==> src/rtl/bws_pkg.sv <==
package bws_pkg;

  localparam int CODE_W = 4;
  localparam int WAIT_W = 5;

  typedef enum logic [1:0] {
    ST_IDLE = 2'd0,
    ST_BEAT = 2'd1,
    ST_DONE = 2'd2
  } bws_state_e;

  typedef struct packed {
    logic [CODE_W-1:0] code;
    logic              mux;
    logic              rd;
  } bws_cfg_t;

  // Static-memory wait count: linear to nine, then steps of two, then four.
  function automatic logic [WAIT_W-1:0] static_waits(input logic [CODE_W-1:0] c);
    logic [WAIT_W:0] wide;
    if (c < CODE_W'(10))
      wide = (WAIT_W+1)'(c);
    else if (c < CODE_W'(14))
      wide = (WAIT_W+1)'({c, 1'b0}) - (WAIT_W+1)'(9);
    else
      wide = (WAIT_W+1)'({c, 2'b00}) - (WAIT_W+1)'(35);
    return wide[WAIT_W-1:0];
  endfunction

endpackage

==> src/rtl/bws_code_reg.sv <==
module bws_code_reg
  import bws_pkg::*;
#(
  parameter logic [CODE_W-1:0] RESET_CODE = '1
) (
  input  logic              clk,
  input  logic              rst_n,
  input  logic              we,
  input  logic [CODE_W-1:0] wdata,
  output logic [CODE_W-1:0] code
);

  always_ff @(posedge clk or negedge rst_n) begin
    if (!rst_n)
      code <= RESET_CODE;
    else if (we)
      code <= wdata;
  end

endmodule

==> src/rtl/bws_wait_map.sv <==
module bws_wait_map
  import bws_pkg::*;
(
  input  bws_cfg_t          cfg,
  input  logic              first_beat,
  output logic [WAIT_W-1:0] waits
);

  logic [WAIT_W-1:0] mux_first;
  logic [WAIT_W-1:0] mux_later;

  always_comb begin
    // Multiplexed first beat: low field, with the read-only extra wait at 00.
    if (cfg.code[1:0] == 2'b00)
      mux_first = WAIT_W'(cfg.rd);
    else
      mux_first = WAIT_W'(cfg.code[1:0]);
    mux_later = WAIT_W'(cfg.code[2]);

    if (!cfg.mux)
      waits = static_waits(cfg.code);
    else if (first_beat)
      waits = mux_first;
    else
      waits = mux_later;
  end

endmodule

==> src/rtl/bws_beat_seq.sv <==
module bws_beat_seq
  import bws_pkg::*;
#(
  parameter int BEAT_W = 4
) (
  input  logic              clk,
  input  logic              rst_n,
  input  logic              start,
  input  bws_cfg_t          live_cfg,
  input  logic [BEAT_W-1:0] beats,
  input  logic [WAIT_W-1:0] first_waits,
  input  logic [WAIT_W-1:0] later_waits,
  output bws_cfg_t          held_cfg,
  output logic              strobe,
  output logic              beat_rdy,
  output logic              done
);

  bws_state_e        state;
  logic [WAIT_W-1:0] wcnt;
  logic [BEAT_W-1:0] left;
  logic              beat_end;

  assign strobe   = (state == ST_BEAT);
  assign beat_end = strobe && (wcnt == '0);
  assign beat_rdy = beat_end;
  assign done     = (state == ST_DONE);

  always_ff @(posedge clk or negedge rst_n) begin
    if (!rst_n) begin
      state    <= ST_IDLE;
      wcnt     <= '0;
      left     <= '0;
      held_cfg <= '0;
    end else begin
      unique case (state)
        ST_IDLE: begin
          if (start) begin
            held_cfg <= live_cfg;
            wcnt     <= first_waits;
            left     <= (beats == '0) ? '0 : beats - BEAT_W'(1);
            state    <= ST_BEAT;
          end
        end
        ST_BEAT: begin
          if (!beat_end) begin
            wcnt <= wcnt - WAIT_W'(1);
          end else if (left == '0) begin
            state <= ST_DONE;
          end else begin
            left <= left - BEAT_W'(1);
            wcnt <= later_waits;
          end
        end
        ST_DONE: state <= ST_IDLE;
        default: state <= ST_IDLE;
      endcase
    end
  end

endmodule

==> src/rtl/bus_wait_seq.sv <==
module bus_wait_seq
  import bws_pkg::*;
#(
  parameter int BEAT_W = 4
) (
  input  logic              clk,
  input  logic              rst_n,
  input  logic              cfg_we,
  input  logic [3:0]        cfg_code,
  input  logic              mux_sel,
  input  logic              rd_req,
  input  logic              start,
  input  logic [BEAT_W-1:0] beat_cnt,
  output logic              strobe,
  output logic              beat_rdy,
  output logic              done
);

  logic [CODE_W-1:0] code_q;
  bws_cfg_t          live_cfg;
  bws_cfg_t          held_cfg;
  logic [WAIT_W-1:0] first_waits;
  logic [WAIT_W-1:0] later_waits;

  bws_code_reg #(.RESET_CODE('1)) u_code (
    .clk   (clk),
    .rst_n (rst_n),
    .we    (cfg_we),
    .wdata (cfg_code),
    .code  (code_q)
  );

  assign live_cfg = '{code: code_q, mux: mux_sel, rd: rd_req};

  // First-beat count comes from the live settings so it loads at the start edge;
  // later beats read the settings captured at that edge.
  bws_wait_map u_map_first (
    .cfg        (live_cfg),
    .first_beat (1'b1),
    .waits      (first_waits)
  );

  bws_wait_map u_map_later (
    .cfg        (held_cfg),
    .first_beat (1'b0),
    .waits      (later_waits)
  );

  bws_beat_seq #(.BEAT_W(BEAT_W)) u_seq (
    .clk         (clk),
    .rst_n       (rst_n),
    .start       (start),
    .live_cfg    (live_cfg),
    .beats       (beat_cnt),
    .first_waits (first_waits),
    .later_waits (later_waits),
    .held_cfg    (held_cfg),
    .strobe      (strobe),
    .beat_rdy    (beat_rdy),
    .done        (done)
  );

endmodule

==> config.mk <==
export PLATFORM = sky130hd
export DESIGN_NAME = bus_wait_seq
export DESIGN_NICKNAME = d
export VERILOG_FILES = /design/src/rtl/bws_pkg.sv /design/src/rtl/bws_code_reg.sv /design/src/rtl/bws_wait_map.sv /design/src/rtl/bws_beat_seq.sv /design/src/rtl/bus_wait_seq.sv
export SDC_FILE = /design/constraint.sdc
export NUM_CORES = 1
export LEC_CHECK = 0
export CORE_ASPECT_RATIO = 1.1
export CORE_UTILIZATION = 67
export DETAILED_ROUTE_END_ITERATION = 8
export DONT_BUFFER_PORTS = 1
export HOLD_SLACK_MARGIN = 0.12
export PLACE_DENSITY = 0.83
export SKIP_CTS_REPAIR_TIMING = 1
export SYNTH_ARGS = -nofsm -noshare
export SYNTH_HDL_FRONTEND = slang
export SYNTH_SLANG_ARGS = --single-unit
==> constraint.sdc <==
create_clock -name clk -period 5.6 [get_ports clk]
set_clock_uncertainty 0.15 [all_clocks]
set_input_delay 0.84 -clock clk [delete_from_list [all_inputs] [get_ports clk]]
set_output_delay 0.84 -clock clk [all_outputs]
set_load 0.01 [all_outputs]
## Yosys cells after proc, flatten, opt, wreduce, memory -nomap -nowiden

Index checks and enable logic that the tools add are counted.

- Register bits after elaboration: 20
- Input port bits: 14
- Output and inout bits: 3
- Logic and storage cells: 55

- $add $sub $neg: 7
- Order comparisons: 4
- Eq/ne operators: 7
- Muxes and demuxes: 20
- Reduce and logical (&&, ||, !) cells: 11

Operators by type and width:

| kind | number |
|---|---|
| 2-to-1 mux 5 bit | 9 |
| less-than comparator 4 bit, second input constant | 4 |
| 2-to-1 mux 4 bit | 4 |
| one-hot mux 5 bit (2 select lines) | 1 |
| subtractor 5 x 2 -> 5 bit, second input constant | 2 |
| subtractor 5 x 4 -> 5 bit, second input constant | 2 |
| zero test 4 bit | 2 |
| 2-to-1 mux 2 bit | 4 |
| != test 2 bit, second input constant | 4 |
| one-hot mux 4 bit (2 select lines) | 1 |
| subtractor 4 x 1 -> 4 bit, second input constant | 2 |
| AND reduction 3 bit | 2 |
| zero test 5 bit | 1 |
| subtractor 5 x 1 -> 5 bit, second input constant | 1 |
| zero test 2 bit | 2 |
| one-hot mux 2 bit (2 select lines) | 1 |
| AND reduction 4 bit | 1 |
| != test 3 bit, second input constant | 1 |
| equality test 2 x 1 -> 1 bit, second input constant | 1 |
| equality test 2 bit, second input constant | 1 |
| AND reduction 2 bit | 1 |
| nonzero test 2 bit | 1 |
| logical AND 1 bit | 1 |

## Logic depth before layout (Yosys ltp)

Gate-level depths: netlist (run 1).

- Word-level depth: 7
- Depth in mapped cells: 8
- Depth with buffers taken out: 6

## Modules after synthesis

Synthesis (run 1) repeated with hierarchy kept, for this count alone.

- Cells, all modules: 159
- Area total of the unflattened synthesis: 1511.4 sq um

By module, submodules not included:

| module | instances | cells an instance | area an instance (sq um) | seq. area each (sq um) |
|---|---|---|---|---|
| bws_beat_seq | 1 | 95 | 980.9 | 425.4 |
| bws_wait_map | 2 | 27 | 186.4 | 0.0 |
| bws_code_reg | 1 | 8 | 150.1 | 105.1 |
| bus_wait_seq | 1 | 2 | 7.5 | 0.0 |

## Least setup slack after synthesis (run 1)

OpenSTA, ideal clock, no wires.

- Kind: register to output
- From: reg u_seq.wcnt[0]
- To: out beat_rdy
- Arrival time: 1.353 ns
- Required time: 4.610 ns
- Slack: 3.257 ns
- Stages on the path, launching flop included: 6
- Buffers on the path: 1
- Cells stage by stage: dfrtp_1 > inv_1 > ha_1 > or4b_1 > buf_2 > nor2_1

- Longest elaborated chain between the ends: 2

RTL lines:

| what | RTL line | source |
|---|---|---|
| start, declared | bws_beat_seq.sv:20 | `logic [WAIT_W-1:0] wcnt;` |
| start signal, assigned | bws_beat_seq.sv:40 | `wcnt <= first_waits;` |
| start signal, assigned | bws_beat_seq.sv:47 | `wcnt <= wcnt - WAIT_W'(1);` |
| start signal, assigned | bws_beat_seq.sv:52 | `wcnt <= later_waits;` |
| zero test 5 bit | bws_beat_seq.sv:25 | `assign beat_end = strobe && (wcnt == '0);` |
| logical AND 1 bit | bws_beat_seq.sv:25 |  |
| end, declared | bus_wait_seq.sv:15 | `output logic beat_rdy,` |

No other way between the ends.

## Final worst setup path (run 1)

Same ends and word-level chain as after synthesis.

==> impl_metrics.tcl, run 1 <==
set metrics [dict create \
    synth_area_mm2 0.00136 \
    yosys-top-cells-area "dfrtp_1 30%, dfstp_2 7.7%, o21ai_0 7.0%" \
    antenna_cells 0 \
    grt_pass1_vias 1172 \
    hp-class "in -> async" \
    ys.flop_type "dfrtp_1" \
    cts-buffers-inserted 3 \
    yosys_warnings 0 \
    ant_nets 0 \
    synthSimpleGateAreaFrac 0.223 \
    whs_ps 215 \
    setup_violations 0 \
    cts.sinks 20 \
    synth_compound_area_frac 0.271 \
    dr.pass1.iters 4 \
    p_per_area_mw_per_mm2 536 \
    synth_fa_ha_area_frac 0.0369 \
    vias 1152 \
    startpoint_type "flip-flop" \
    grt_max_degree 21 \
    yosysSeqAreaShare 0.373 \
    cts_tree "yes" \
    synth_nets 175 \
    max_slew.worst_pin.slew_ps 734 \
    port_buffers 0 \
    drv_slew 0 \
    antenna_found_initial 0 \
    syn_to_final_growth_pct 2.58 \
    clkTransAtPathRegs_ps 110 \
    synth_top_area_frac 0.295 \
    ys_ff_latch 20 \
    rsz0062_at_grt "no" \
    endpoint_kind "output pin" \
    final_common_cell "o21ai_0" \
    hold_viol 0 \
    synth_mux_area_frac 0.0332 \
    tns_ps 0 \
    synth_top_family_by_area "compound AO/OA/AOI/OAI gates" \
    wire_per_inst_um 15.9 \
    synth_edf_count 0 \
    worstSetupPathType "reg -> out" \
    die_area_mm2 0.00221 \
    total_power_w 0.000746 \
    fmax_mhz 355 \
    drv_cap 0 \
    outcome "complete, no violations" \
    p_leak_nw 0.563 \
    clkLatencyLatePin_ps 300 \
    ir_drop_v 0.000317 \
    fillers 153 \
    synthesis.instances 157 \
    crit_fanout 6 \
    viasPerCell 6.33 \
    synth_top_area_cell "dfrtp_1" \
    fin_crit_sh 0.503 \
    worstPathRequired_ps 4610 \
    htreeDepth 1 \
    die_h_um 49.2 \
    yosysUniqueCellTypes 46 \
    die_w_um 44.9 \
    grt_pass1_wl_um 5070 \
    drive_gt1_frac 0.110 \
    overflow 0 \
    clk_path_buf_depth 2 \
    slew_headroom 0.509 \
    synthArstFlopShare 1.00 \
    first_iter_violations 39 \
    drc 0 \
    rows 16 \
    hpwlAfterDp_um 2080 \
    core-area_mm2 0.00184 \
    synth_xor_xnor_area_share 0.00646 \
    routed_wl_um 2900 \
    io-pin-count 17 \
    final_cell_mix "19 x o21ai_0, 17 x nand2_1, 16 x dfrtp_1, 10 x inv_1, 10 x nor2_1" \
    avgSynthCellArea_um2 8.64 \
    gp_congestion 0.928 \
    critPathArrivalTime_ps 1830 \
    start_util 0.736 \
    cts-root-buf "clkbuf_4" \
    grt_util_all_layers 0.311 \
    nNetsFinal 174 \
    period_needed_ps 2820 \
]
-- final timing paths --
kind / startpoint / end / slack, ps / depth (start not counted)
max: u_seq.wcnt[0]$_DFFE_PN0P_ / beat_rdy / 2780 / 4
max in group asynchronous: rst_n / u_seq.wcnt[3]$_DFFE_PN0P_ / 3960 / 1
max reg2reg: u_seq.wcnt[0]$_DFFE_PN0P_ / u_seq.wcnt[2]$_DFFE_PN0P_ / 3220 / 6
min in group clk: u_seq.left[3]$_DFFE_PN0P_ / u_seq.left[3]$_DFFE_PN0P_ / 390 / 1
min: rst_n / u_code.code[3]$_DFFE_PN1P_ / 210 / 0
min reg2reg: u_seq.left[3]$_DFFE_PN0P_ / u_seq.left[3]$_DFFE_PN0P_ / 390 / 1
-- registers in the layout (all words and copies together) (netlist names) --
name	cells
u_seq.state	2
u_code.code	4
u_seq.wcnt	5
u_seq.left	4
u_seq.held_cfg	5
-- synth_stat cells (2+ instances only) --
cell	instances
inv_1	10
ha_1	4
o21ai_0	19
mux2_2	4
o31a_1	2
or3b_2	2
o311ai_0	3
o31ai_1	2
nand3_1	3
dfstp_2	4
nor2b_1	3
a21oi_1	4
a31oi_1	4
a221o_1	2
nor3b_1	3
nand2b_1	7
o2bb2ai_1	2
or3_1	2
nor2_1	10
nand2_1	17
a211o_1	2
dfrtp_1	16
nor3_1	5
clkbuf_1	5
-- layer usage --
| layer | vias to the layer above | share of wire | GRT usage |
|---|---|---|---|
| met1 | 541 | 0.48 | 0.453 |
| met3 | 4 | 0.050 | 0.0222 |
| met4 | 0 | 0.012 | 0.121 |
| li1 | 571 | - | - |
| met2 | 36 | 0.46 | 0.475 |
| met5 | - | 0 | 0 |
-- through the flow --
step                worst slack (ps)  utilization  instance area [µm²]  std cells
finish                          2780        0.755                 1390        182
global route                    2680        0.755                 1390        182
CTS                             2790        0.750                 1380        181
detailed placement              3140        0.736                 1360        177
global placement                3180        0.736                 1360        177
floorplan                       3260            -                 1360        157
-- worst max-delay path, cell delays in order (launching register included) --
cell and delay, ps:
dfrtp_1 410, inv_1 80, ha_1 190, or4b_1 560
nor2_1 290
-- cell families (layout without fill, tap and decap cells) --
kind of cell,after synthesis,in the layout
AND/OR/NAND/NOR,57,57
AO/OA/AOI/OAI,53,53
flip-flops,20,20
buffers and inverters,18,16
adder cells (fa/ha/maj),4,4
multiplexers,4,4
XOR/XNOR,1,1
-- final cells by class --
class | instances | area, µm² | area share
Clock buffer | 4 | 26.3 | 0.0189
Inverter | 11 | 41.3 | 0.0297
Multi-Input combinational cell | 119 | 774 | 0.557
Sequential cell | 20 | 505 | 0.363
Tap cell | 27 | 33.8 | 0.0243
Timing Repair Buffer | 1 | 10.0 | 0.00719
-- where the power goes --
group | total, W | switching (W) | internal, W
sequential | 0.000279 | 0.0000732 | 0.000206
combinational | 0.000396 | 0.000213 | 0.000182
clock | 0.0000711 | 0.0000433 | 0.0000278
total | 0.000746 | 0.000330 | 0.000416
Note: power is estimated with default switching activity, not from simulation.
==> inputs of run 2 (changes only) <==
- CORE_UTILIZATION: 67 -> 56
- PLACE_DENSITY: 0.83 -> 0.74
- clock period: 5.6 -> 2.54 ns (I/O delays scaled with it)
==> run 2 against run 1 <==
Effect of this change:
- design area grew 6.7%
- die area grew 19%
- count of clock-buffer cells in the layout shrank 1
- first-iteration DRC count shrank 18%
- critical endpoint unchanged
- non-clock buffer count grew 10
- utilization shrank 10 points
- register-to-register slack lost 2900 ps
- sequential power grew 120%
==> impl_metrics.tcl, run 2 (synthesis results as in run 1) <==
set metrics [dict create \
    outcome "complete, no violations" \
    overflow 0 \
    endpoint_kind "output pin" \
    worstPathRequired_ps 2010 \
    gp_congestion 0.877 \
    die_area_mm2 0.00262 \
    fin_crit_sh 0.965 \
    power_frac_clock 0.090 \
    crit_fanout 5 \
    p_switching_w 0.000743 \
    p_comb_frac 0.548 \
    critPathArrivalTime_ps 1920 \
    whs_ps 155 \
    cts.sinks 20 \
    cts-buffers-inserted 3 \
    htreeDepth 1 \
    hold_viol 0 \
    slew_headroom 0.387 \
    slowest_delay_ps 470 \
    final_cell_mix "19 x o21ai_0, 17 x nand2_1, 16 x dfrtp_1, 10 x inv_1, 10 x nor2_1" \
    cts_tree "yes" \
    p_int_w 0.000959 \
    critPathSlowestCell "or4b_4" \
    die_w_um 48.9 \
    io-pin-count 17 \
    cp_cell_sequence "inv_1, ha_1, or4b_4, buf_4, nor2_1, buf_4" \
    rsz0062_at_grt "no" \
    cts-root-buf "clkbuf_4" \
    fin_cells 194 \
    p_sw_frac 0.436 \
    clk_path_buf_depth 2 \
    p_per_area_mw_per_mm2 1150 \
    nNetsFinal 184 \
    ir_drop_v 0.000840 \
    hp-class "in -> reg" \
    drive_gt1_frac 0.134 \
    wire_per_inst_um 15.9 \
    core-area_mm2 0.00227 \
    fmax_mhz 408 \
    critPathTopFamily "simple AND/OR/NAND/NOR gates" \
    fillers 201 \
    antenna_cells 0 \
    worstSetupPathType "reg -> out" \
    clkTransAtPathRegs_ps 110 \
    p_leak_nw 0.609 \
    dpl_cell_area_mm2 0.00139 \
    dr.pass1.iters 4 \
    grt_pass1_wl_um 4620 \
    final_common_cell "o21ai_0" \
    syn_to_final_growth_pct 9.50 \
    drv_cap 0 \
    vias 1192 \
    setup_violations 0 \
    first_iter_violations 32 \
    fin_util 0.653 \
    hpwlAfterDp_um 2240 \
    die_h_um 53.6 \
    drv_slew 0 \
    tns_ps 0 \
    ant_nets 0 \
    start_util 0.596 \
    grt_max_degree 21 \
    max_slew.worst_pin.slew_ps 916 \
    seqPwrFrac 0.362 \
    reg.largest.list "u_seq.held_cfg x5, u_seq.wcnt x5" \
    clkLatencyLatePin_ps 300 \
    grt_util_all_layers 0.237 \
    final_area_mm2 0.00149 \
    place_inst 184 \
    cpMostUsedCell "buf_4" \
    antenna_found_initial 0 \
    rows 18 \
    port_buffers 0 \
    startpoint_type "flip-flop" \
    routed_wl_um 3080 \
    cp_num_buf_inv 3 \
    period_needed_ps 2450 \
    grt_pass1_vias 1055 \
    viasPerCell 6.14 \
    drc 0 \
]
==> run 2: cell types whose count changed in the layout (fill, tap and decap cells not counted) <==
cell           delta
clkbuf_1          -1
or4b_4            +1
buf_4             +4
or4b_1            -1
dlygate4sd3_1     +6
==> run 2: layout make-up <==
cell class	count	area (µm²)	area share
timing repair buffer	11	100	0.0674
inverter	11	41.3	0.0278
tap	30	37.5	0.0253
sequential	20	505	0.340
multi-input combinational	119	778	0.524
clock buffer	3	22.5	0.0152
==> run 2: power groups by stage <==
stage | logic (W) | clock network, W | registers (W)
2_1_floorplan | 0.000755 | 0 | 0.000552
3_3_place_gp | 0.000864 | 0 | 0.000606
3_5_place_dp | 0.000898 | 0 | 0.000615
4_1_cts | 0.000903 | 0.000154 | 0.000608
5_1_grt | 0.00103 | 0.000166 | 0.000634
6_report | 0.000932 | 0.000153 | 0.000616
==> run 2: path summary, 6_finish.rpt <==
kind                                           start                       endpoint  slack [ps]  cells after the start
max in group asynchronous                      rst_n  u_seq.held_cfg[3]$_DFFE_PN0P_        1190                      1
max                        u_seq.wcnt[0]$_DFFE_PN0P_                       beat_rdy          90                      6
max reg2reg                u_seq.wcnt[0]$_DFFE_PN0P_      u_seq.wcnt[2]$_DFFE_PN0P_         290                      6
min in group asynchronous                      rst_n      u_seq.wcnt[2]$_DFFE_PN0P_         490                      1
min                                          mux_sel      u_seq.wcnt[1]$_DFFE_PN0P_         150                      2
min reg2reg                u_seq.left[0]$_DFFE_PN0P_      u_seq.left[0]$_DFFE_PN0P_         380                      1
==> run 2: worst register-to-register path: stages (launching register included) <==
cell	delay, ps
dfrtp_1	410
inv_1	80
ha_1	190
or4b_4	470
o31a_1	410
o211a_1	170
a221o_1	250
==> run 2: per-layer routing <==
metal,GRT usage,vias to the layer above,wire (µm)
li1,-,593,-
met3,0.0339,5,144
met2,0.414,39,1510
met1,0.303,555,1390
met4,0.0882,0,33
met5,0,-,0
==> run 2: per-stage QoR <==
step                      total power (W)  setup WS, ps
final                             0.00170          88.4
after CTS                         0.00166           103
after detailed placement          0.00151           312
after global placement            0.00147           371
after global routing              0.00183          16.1
after floorplan                   0.00131           361
